## src/rtl/eewr_pkg.sv

```systemverilog
package eewr_pkg;

    typedef enum logic [2:0] {
        ST_IDLE,
        ST_DEFER,
        ST_SHIFT,
        ST_TRAIL,
        ST_DONE
    } eewr_state_e;

    localparam logic [7:0] READ_OPCODE = 8'h03;
    localparam int         OPC_BITS    = 8;
    localparam int         BADDR_BITS  = 16;
    localparam int         WORD_BITS   = 16;
    localparam int         FRAME_BITS  = OPC_BITS + BADDR_BITS + WORD_BITS;

endpackage

```

## src/rtl/eewr_sck_gen.sv

```systemverilog
module eewr_sck_gen #(
    parameter int CLK_DIV = 4
) (
    input  logic clk,
    input  logic rst_n,
    input  logic run,
    output logic sck,
    output logic rise_tick,
    output logic fall_tick
);
    localparam int HALF = CLK_DIV / 2;
    localparam int HCW  = (HALF > 1) ? $clog2(HALF) : 1;

    logic [HCW-1:0] phase_q;
    logic           wrap;

    assign wrap      = run && (phase_q == HCW'(HALF - 1));
    assign rise_tick = wrap && !sck;
    assign fall_tick = wrap && sck;

    always_ff @(posedge clk) begin
        if (!rst_n) begin
            phase_q <= '0;
            sck     <= 1'b0;
        end else if (!run) begin
            phase_q <= '0;
            sck     <= 1'b0;
        end else if (wrap) begin
            phase_q <= '0;
            sck     <= ~sck;
        end else begin
            phase_q <= phase_q + 1'b1;
        end
    end
endmodule

```

## src/rtl/eewr_shifter.sv

```systemverilog
module eewr_shifter #(
    parameter int FRAME_BITS = 40,
    parameter int RX_BITS    = 16
) (
    input  logic                  clk,
    input  logic                  rst_n,
    input  logic                  load,
    input  logic [FRAME_BITS-1:0] load_val,
    input  logic                  shift,
    input  logic                  sample,
    input  logic                  miso,
    output logic                  mosi,
    output logic [RX_BITS-1:0]    rx
);
    logic [FRAME_BITS-1:0] tx_q;

    assign mosi = tx_q[FRAME_BITS-1];

    always_ff @(posedge clk) begin
        if (!rst_n) begin
            tx_q <= '0;
        end else if (load) begin
            tx_q <= load_val;
        end else if (shift) begin
            tx_q <= {tx_q[FRAME_BITS-2:0], 1'b0};
        end
    end

    always_ff @(posedge clk) begin
        if (!rst_n) begin
            rx <= '0;
        end else if (sample) begin
            rx <= {rx[RX_BITS-2:0], miso};
        end
    end
endmodule

```

## src/rtl/eewr_regs.sv

```systemverilog
module eewr_regs #(
    parameter int ADDR_W = 14
) (
    input  logic              clk,
    input  logic              rst_n,
    input  logic              reg_wr,
    input  logic [31:0]       reg_wdata,
    input  logic              idle,
    input  logic              result_we,
    input  logic [15:0]       result,
    output logic              start_acc,
    output logic [ADDR_W-1:0] launch_addr,
    output logic [31:0]       reg_rdata
);
    logic              done_q;
    logic [15:0]       word_q;
    logic [ADDR_W-1:0] addr_q;

    assign start_acc   = reg_wr && reg_wdata[0] && idle;
    assign launch_addr = start_acc ? reg_wdata[ADDR_W+1:2] : addr_q;

    always_ff @(posedge clk) begin
        if (!rst_n) begin
            done_q <= 1'b0;
            word_q <= '0;
            addr_q <= '0;
        end else if (start_acc) begin
            done_q <= 1'b0;
            addr_q <= reg_wdata[ADDR_W+1:2];
        end else if (result_we) begin
            done_q <= 1'b1;
            word_q <= result;
        end
    end

    always_comb begin
        reg_rdata               = '0;
        reg_rdata[1]            = done_q;
        reg_rdata[ADDR_W+1:2]   = addr_q;
        reg_rdata[31:16]        = word_q;
    end
endmodule

```

## src/rtl/eeprom_word_reader.sv

```systemverilog
module eeprom_word_reader
    import eewr_pkg::*;
#(
    parameter int CLK_DIV = 4,
    parameter int ADDR_W  = 14
) (
    input  logic        clk,
    input  logic        rst_n,
    input  logic        reg_wr,
    input  logic [31:0] reg_wdata,
    output logic [31:0] reg_rdata,
    input  logic        host_grant,
    output logic        busy,
    output logic        spi_cs_n,
    output logic        spi_sck,
    output logic        spi_mosi,
    input  logic        spi_miso
);
    localparam int HALF = CLK_DIV / 2;
    localparam int TCW  = (HALF > 1) ? $clog2(HALF) : 1;
    localparam int BCW  = $clog2(FRAME_BITS);

    eewr_state_e state_q, state_d;

    logic              start_acc;
    logic [ADDR_W-1:0] launch_addr;
    logic              sck_run, rise_tick, fall_tick;
    logic              enter_shift, result_we, trail_done, last_bit;
    logic [BCW-1:0]    bit_cnt_q;
    logic [TCW-1:0]    trail_cnt_q;
    logic [WORD_BITS-1:0] rx_bits;
    logic [15:0]       word_le;
    logic [BADDR_BITS-1:0] byte_addr;
    logic [FRAME_BITS-1:0] frame;

    // byte address = 2 x word address, zero-extended
    assign byte_addr = BADDR_BITS'({launch_addr, 1'b0});
    assign frame     = {READ_OPCODE, byte_addr, {WORD_BITS{1'b0}}};
    // first received byte (even address) becomes the low byte
    assign word_le   = {rx_bits[7:0], rx_bits[15:8]};

    assign last_bit   = (bit_cnt_q == BCW'(FRAME_BITS - 1));
    assign trail_done = (trail_cnt_q == TCW'(HALF - 1));

    eewr_regs #(.ADDR_W(ADDR_W)) u_regs (
        .clk        (clk),
        .rst_n      (rst_n),
        .reg_wr     (reg_wr),
        .reg_wdata  (reg_wdata),
        .idle       (state_q == ST_IDLE),
        .result_we  (result_we),
        .result     (word_le),
        .start_acc  (start_acc),
        .launch_addr(launch_addr),
        .reg_rdata  (reg_rdata)
    );

    eewr_sck_gen #(.CLK_DIV(CLK_DIV)) u_sck (
        .clk      (clk),
        .rst_n    (rst_n),
        .run      (sck_run),
        .sck      (spi_sck),
        .rise_tick(rise_tick),
        .fall_tick(fall_tick)
    );

    eewr_shifter #(.FRAME_BITS(FRAME_BITS), .RX_BITS(WORD_BITS)) u_shift (
        .clk     (clk),
        .rst_n   (rst_n),
        .load    (enter_shift),
        .load_val(frame),
        .shift   (fall_tick),
        .sample  (rise_tick),
        .miso    (spi_miso),
        .mosi    (spi_mosi),
        .rx      (rx_bits)
    );

    // next-state logic
    always_comb begin
        state_d = state_q;
        unique case (state_q)
            ST_IDLE: begin
                if (start_acc) state_d = host_grant ? ST_DEFER : ST_SHIFT;
            end
            ST_DEFER: begin
                if (!host_grant) state_d = ST_SHIFT;
            end
            ST_SHIFT: begin
                if (fall_tick && last_bit) state_d = ST_TRAIL;
            end
            ST_TRAIL: begin
                if (trail_done) state_d = ST_DONE;
            end
            ST_DONE: begin
                state_d = ST_IDLE;
            end
            default: state_d = ST_IDLE;
        endcase
    end

    // state register
    always_ff @(posedge clk) begin
        if (!rst_n) state_q <= ST_IDLE;
        else        state_q <= state_d;
    end

    // outputs decoded from state
    always_comb begin
        spi_cs_n    = 1'b1;
        sck_run     = 1'b0;
        busy        = 1'b1;
        result_we   = 1'b0;
        enter_shift = (state_q != ST_SHIFT) && (state_d == ST_SHIFT);
        unique case (state_q)
            ST_IDLE:  busy = 1'b0;
            ST_DEFER: ;
            ST_SHIFT: begin
                spi_cs_n = 1'b0;
                sck_run  = 1'b1;
            end
            ST_TRAIL: spi_cs_n = 1'b0;
            ST_DONE:  result_we = 1'b1;
            default:  busy = 1'b0;
        endcase
    end

    // frame bit counter, advanced on each falling edge
    always_ff @(posedge clk) begin
        if (!rst_n)          bit_cnt_q <= '0;
        else if (enter_shift) bit_cnt_q <= '0;
        else if (fall_tick)  bit_cnt_q <= bit_cnt_q + 1'b1;
    end

    // chip-select hold timer
    always_ff @(posedge clk) begin
        if (!rst_n)                 trail_cnt_q <= '0;
        else if (state_q != ST_TRAIL) trail_cnt_q <= '0;
        else if (!trail_done)       trail_cnt_q <= trail_cnt_q + 1'b1;
    end
endmodule

```

## config.mk

```make
export PLATFORM = sky130hd
export DESIGN_NAME = eeprom_word_reader
export DESIGN_NICKNAME = d
export VERILOG_FILES = /design/src/rtl/eewr_pkg.sv /design/src/rtl/eewr_sck_gen.sv /design/src/rtl/eewr_shifter.sv /design/src/rtl/eewr_regs.sv /design/src/rtl/eeprom_word_reader.sv
export SDC_FILE = /design/constraint.sdc
export NUM_CORES = 1
export LEC_CHECK = 0
export ABC_CLOCK_PERIOD_IN_PS = 1900
export BUFFER_PORTS_ARGS = -buffer_cell sky130_fd_sc_hd__buf_2
export CAP_MARGIN = 10
export CELL_PAD_IN_SITES_DETAIL_PLACEMENT = 1
export CELL_PAD_IN_SITES_GLOBAL_PLACEMENT = 1
export CORE_UTILIZATION = 39
export CTS_CLUSTER_SIZE = 14
export DETAILED_ROUTE_END_ITERATION = 7
export PLACE_DENSITY_LB_ADDON = 0.1
export SLEW_MARGIN = 20
export SYNTH_ARGS = -nofsm -noshare
export SYNTH_HDL_FRONTEND = slang
export SYNTH_SLANG_ARGS = --single-unit
```

## constraint.sdc

```tcl
create_clock -name clk -period 1.9 [get_ports clk]
set_input_delay 0.38 -clock clk [delete_from_list [all_inputs] [get_ports clk]]
set_output_delay 0.38 -clock clk [all_outputs]
set_load 0.05 [all_outputs]
```

Word level (Yosys, flattened, before mapping)
Cells that the tools add are included.
- logic and storage cells: 58
- output and inout port bits: 36
- latch bits: 0
- memories: 0
- ROM bits: 0
- flip-flop bits (word level): 82
- memory bits (writable): 0
- bitwise logic cells: 4
- $lt $le $gt $ge: 0
- multiplexer cells: 14
- shift operators: 0
- multipliers: 0
- reduce and logical (&&, ||, !) cells: 18
- $add $sub $neg: 3
- divide/modulo/power cells: 0
- equal/unequal tests: 8
- operators by type and width (operator ; count):
    $mux W34 ; 2
    $mux W14 ; 1
    $mux W3 ; 4
    $pmux W3 S4 ; 1
    $eq A3 B2 Y1 const B ; 3
    $reduce_or A2 Y1 ; 4
    $logic_and A1 B1 Y1 ; 7
    $add A6 B1 Y6 const B ; 1
    $eq A6 B6 Y1 const B ; 1
    $ne A3 B2 Y1 const B ; 2
    $mux W1 ; 5
    $not A1 Y1 ; 4
    $reduce_and A2 Y1 ; 2
    $reduce_or A4 Y1 ; 1
    $eq A3 B1 Y1 const B ; 1
    $eq A3 B3 Y1 const B ; 1
    $logic_not A3 Y1 ; 1
    $reduce_or A3 Y1 ; 1
    $add A1 B1 Y1 const B ; 2
    $mux W2 ; 1
    $reduce_bool A2 Y1 ; 1
    $logic_not A1 Y1 ; 1

Longest topological paths before layout
- depth after elaboration: 10
- mapped depth: 8
- depth with buffers taken out: 5

Modules after synthesis
A second synthesis with hierarchy kept.
- cell total of the unflattened synthesis: 418
- area total of the unflattened synthesis: 4583.1 um^2
- by module, submodules not included (module ; cells an instance ; sequential area each (um^2) ; instances ; area each (um^2)):
    eewr_shifter ; 228 ; 1121.1 ; 1 ; 2753.9
    eewr_regs ; 126 ; 620.6 ; 1 ; 1270.0
    eeprom_word_reader ; 55 ; 200.2 ; 1 ; 484.2
    eewr_sck_gen ; 9 ; 40.0 ; 1 ; 75.1

Worst setup path before layout
Ideal clock, no wire load.
- kind: register -> output
- start point: reg state_q[0]
- end point: out busy
- stages on the path, launching flop included: 4
- required time: 1.520 ns
- slack: 0.159 ns
- arrival time: 1.361 ns
- cell sequence: dfxtp_1 -> clkbuf_2 -> nor2_1 -> xnor2_1
- longest elaborated chain between the ends: 3
- elaborated cells on any way between the ends: 6
- RTL lines (element ; line ; text):
    start, declared ; eeprom_word_reader.sv:23 ; eewr_state_e state_q, state_d;
    start signal, assigned ; eeprom_word_reader.sv:105 ; else state_q <= state_d;
    $eq A3 B3 Y1 (tied with other cells) ; eeprom_word_reader.sv:115 ; unique case (state_q)
    $reduce_or A4 Y1 (no source line) (*) ; -- ;
    $mux W1 (*) ; eeprom_word_reader.sv:115 ;
    end, declared ; eeprom_word_reader.sv:13 ; output logic busy,
Mark *: on every way between the ends. The rest lies on a longest branch, timed or not.

Worst setup path in the final report
- start point: reg state_q[1]
- end point: reg u_shift.tx_q[32]
- longest elaborated chain between the ends: 10
- elaborated cells on any way between the ends: 19
- RTL lines (element ; line ; text):
    $eq A3 B2 Y1 ; eeprom_word_reader.sv:82, eeprom_word_reader.sv:115 ;
    $mux W1 ; eeprom_word_reader.sv:115 ;
    $logic_and A1 B1 Y1 ; eewr_sck_gen.sv:17 ; assign wrap = run && (phase_q == HCW'(HALF - 1));
    $logic_and A1 B1 Y1 ; eewr_sck_gen.sv:19 ; assign fall_tick = wrap && sck;
    $logic_and A1 B1 Y1 ; eeprom_word_reader.sv:90 ; if (fall_tick && last_bit) state_d = ST_TRAIL;
    $mux W3 ; eeprom_word_reader.sv:90 ;
    $pmux W3 S4 ; eeprom_word_reader.sv:82 ; unique case (state_q)
    $eq A3 B2 Y1 ; eeprom_word_reader.sv:114 ; enter_shift = (state_q != ST_SHIFT) && (state_d == ST_SHIFT);
    $logic_and A1 B1 Y1 ; eeprom_word_reader.sv:114 ;
    $mux W34 / $reduce_bool A2 Y1 (equally long branches) ; -- ;
    end signal, assigned ; eewr_shifter.sv:23 ; tx_q <= load_val;
    end signal, assigned ; eewr_shifter.sv:25 ; tx_q <= {tx_q[FRAME_BITS-2:0], 1'b0};
    end, declared ; eewr_shifter.sv:15 ; logic [FRAME_BITS-1:0] tx_q;
Parallel ways exist; a longest one is shown, timed or not.
A chain may end at the register's enable or synchronous reset.

==> results.sh <==
export IMPL_power_switching_mw=0.817
export IMPL_synth_edf_count=0
export IMPL_cts_max_level=3
export IMPL_critical_path_slowest_cell="dfxtp_1"
export IMPL_die_area_um2=8210
export IMPL_overflow=0
export IMPL_maxCapViolCount=0
export IMPL_maxSlewViolCount=0
export IMPL_synthCells=346
export IMPL_worst_slew_pin_slew_ns=0.570
export IMPL_grt_usage_pct=16.8
export IMPL_status="finished clean"
export IMPL_drive_gt1_share_pct=20.8
export IMPL_period_share_pct=94.6
export IMPL_fmax_ghz=0.557
export IMPL_p_leak_nw=1.50
export IMPL_yosys_area_share_adder_pct=0.408
export IMPL_clk_pin_slew_ns=0.09
export IMPL_first_iter_violations=35
export IMPL_routed_wl_um=6630
export IMPL_r2r_start="state_q[1]"
export IMPL_min_period_ns=1.80
export IMPL_synth_seq_area_share_pct=53.6
export IMPL_syn_cell_area_um2=3060
export IMPL_area_growth_pct=18.8
export IMPL_io_pins=73
export IMPL_p_sw_share_pct=25.1
export IMPL_grt_antenna_before_repair=0
export IMPL_hp_class="input pin to register"
export IMPL_drcViolationCount=0
export IMPL_internal_power_mw=2.44
export IMPL_core_area_um2=7410
export IMPL_cts_buffer_depth=2
export IMPL_die_w_um=90.6
export IMPL_setup_viol=0
export IMPL_clkPwrFrac_pct=38.0
export IMPL_power_frac_seq_pct=54.2
export IMPL_syn_num_nets=384
export IMPL_finalClockSkew_ns=0.00904
export IMPL_place_inst=486
export IMPL_max_stage_delay_ns=0.46
export IMPL_cp_startpoint="state_q[1]"
export IMPL_ys_ff_latch=82
export IMPL_synth_xor_area_share_pct=2.00
export IMPL_synth_top_cell_by_area="dfxtp_1"
export IMPL_criticalPathCategory="register to register"
export IMPL_dp_hpwl_um=4470
export IMPL_crit_chain="and4bb_1 -> and2_1 -> buf_4 -> nand2_1 -> a31oi_1"
export IMPL_io_buffers=54
export IMPL_drtPass1Iterations=4
export IMPL_cts_buffers=9
export IMPL_ant_nets=0
export IMPL_whs_ns=0.269
export IMPL_postLayoutCoreUtil_pct=49.1
export IMPL_synth_top_area_share_pct=53.6
export IMPL_synth_area_leaders="dfxtp_1 54%, nand2_1 11%, mux2i_1 9.2%, a21oi_1 7.0%, nor2_1 3.3%"
export IMPL_critPathMaxFanout=8
export IMPL_synth_simple_area_share_pct=18.9
export IMPL_irDropWorstVdd_v=0.000357
export IMPL_cts_tree="yes"
export IMPL_start_kind="register"
export IMPL_cts_sinks=82
export IMPL_clkLatencyLatePin_ns=0.35
export IMPL_grt_pass1_wl_um=11100
export IMPL_muxShareOfSynthArea_pct=9.15
export IMPL_place_congestion=0.755
export IMPL_postSynthAreaPerCell_um2=8.85
export IMPL_hold_viol=0
export IMPL_grt_pass1_vias=2394
export IMPL_avgRoutedWirePerCell_um=13.2
export IMPL_rsz0062_at_grt="no"
export IMPL_power_density_nw_per_um2=894
export IMPL_holdCritStartpoint="spi_miso"
export IMPL_cts_hold_buf=0
export IMPL_endpoint_kind="register"
export IMPL_synthArstFlopShare_pct=0
export IMPL_grt_max_degree=40
export IMPL_arrival_ns=2.07
export IMPL_comb_power_share_pct=7.8
export IMPL_setup_total_negative_slack_ns=0
export IMPL_via_per_inst=4.96
export IMPL_nets=436
export IMPL_start_util_pct=41.3
export IMPL_synth_main_ff_cell="dfxtp_1"
export IMPL_synth_top_family_by_area="simple AND/OR/NAND/NOR gates"
export IMPL_ys_warn_count=0
export IMPL_maxSlewHeadroom_pct=61.9
export IMPL_vias=2489
export IMPL_layout_cells_non_filler=502
export IMPL_rows=31
export IMPL_antennaDiodeCount=0
export IMPL_cts_root_buf="clkbuf_8"
export IMPL_crit_family="simple AND/OR/NAND/NOR gates"
export IMPL_synth_cell_types=32
export IMPL_synth_compound_area_share_pct=10.7
export IMPL_worst_ep_required_time_ns=2.17
export IMPL_path_buf_inv=1
export IMPL_die_h_um=90.6
==> path summary, 6_finish.rpt <==
kind                 endpoint  slack, ns  cells past startpoint
max          u_shift.tx_q[32]       0.10                      5
max reg2reg  u_shift.tx_q[32]       0.10                      5
min             u_shift.rx[0]       0.27                      3
min reg2reg  u_regs.word_q[4]       0.45                      2
==> timing repair <==
item,4_1_cts,5_1_grt
setup buffers,0,0
hold endpoints to repair,0,0
setup endpoints to repair,0,1
resized for setup,0,1
==> cell type report <==
class | instances | area [µm²]
clock buffer | 10 | 128
clock inverter | 6 | 67.6
fill | 906 | 3770
inverter | 3 | 11.3
multi-input combinational | 236 | 1270
sequential | 82 | 1640
tap | 99 | 124
timing repair buffer | 66 | 400
==> state kept, by name, summed over array words and instances, names as in the netlist <==
signal         cells
u_sck.phase_q      1
u_regs.addr_q     14
u_regs.done_q      1
state_q            3
u_shift.rx        16
u_sck.sck          1
bit_cnt_q          6
trail_cnt_q        1
u_shift.tx_q      23
u_regs.word_q     16
==> worst min-delay path, cell delays in order <==
cell     delay (ns)
buf_2          0.10
nand2_1        0.05
a21oi_1        0.05
==> kinds of logic after synthesis <==
| group | after synthesis |
|---|---|
| flops | 82 |
| xor+xnor | 7 |
| buf+inv | 28 |
| compound gates | 61 |
| simple gates | 138 |
| other cells | 1 |
| mux | 28 |
| fa+ha+maj | 1 |
==> metal layers <==
layer	wire, µm	vias to the layer above	track usage (%)
met3	212	6	2.86
met4	80	0	7.66
met2	3250	43	28.6
li1	-	1255	-
met1	3080	1185	20.8
met5	0	-	0
==> cells in the mapped netlist (all sizes together), types with 2 or more instances <==
master  instances
buf            14
nand4           2
nand3           3
nor2           27
a21oi          43
nand2b          2
and3            2
dfxtp          82
nand2          92
nor3            2
and2            3
inv             3
a31oi           2
o22ai          14
xnor2           3
mux2i          28
clkbuf         11
xor2            4
==> per-stage QoR <==
step | total power [mW] | setup WS (ns) | cell area (µm²)
finish | 3.25 | 0.103 | 3640
global route | 3.40 | 0.00482 | 3640
detailed placement | 2.06 | 0.109 | 3440
floorplan | 1.98 | 0.159 | 3060
CTS | 3.30 | 0.0810 | 3640
global placement | 2.06 | 0.142 | 3440
==> power by group through the flow <==
| stage | Combinational (mW) | Sequential, mW | Clock [mW] |
|---|---|---|---|
| global route | 0.272 | 1.77 | 1.36 |
| global placement | 0.252 | 1.80 | 0 |
| detailed placement | 0.256 | 1.80 | 0 |
| floorplan | 0.126 | 1.86 | 0 |
| CTS | 0.256 | 1.76 | 1.28 |
| finish | 0.253 | 1.76 | 1.24 |
==> layout by cell type (no fill, tap or decap), drive strengths merged, types with 3 or more instances in the layout <==
master  netlist  layout
buf          14      65
o22ai        14      14
clkbuf       11      11
mux2i        28      28
nor2         27      27
and2          3       3
inv           3       3
nand2        92      92
dfxtp        82      82
clkinv        0       3
xnor2         3       3
nand3         3       3
xor2          4       4
a21oi        43      43
(Power assumes the default switching activity.)
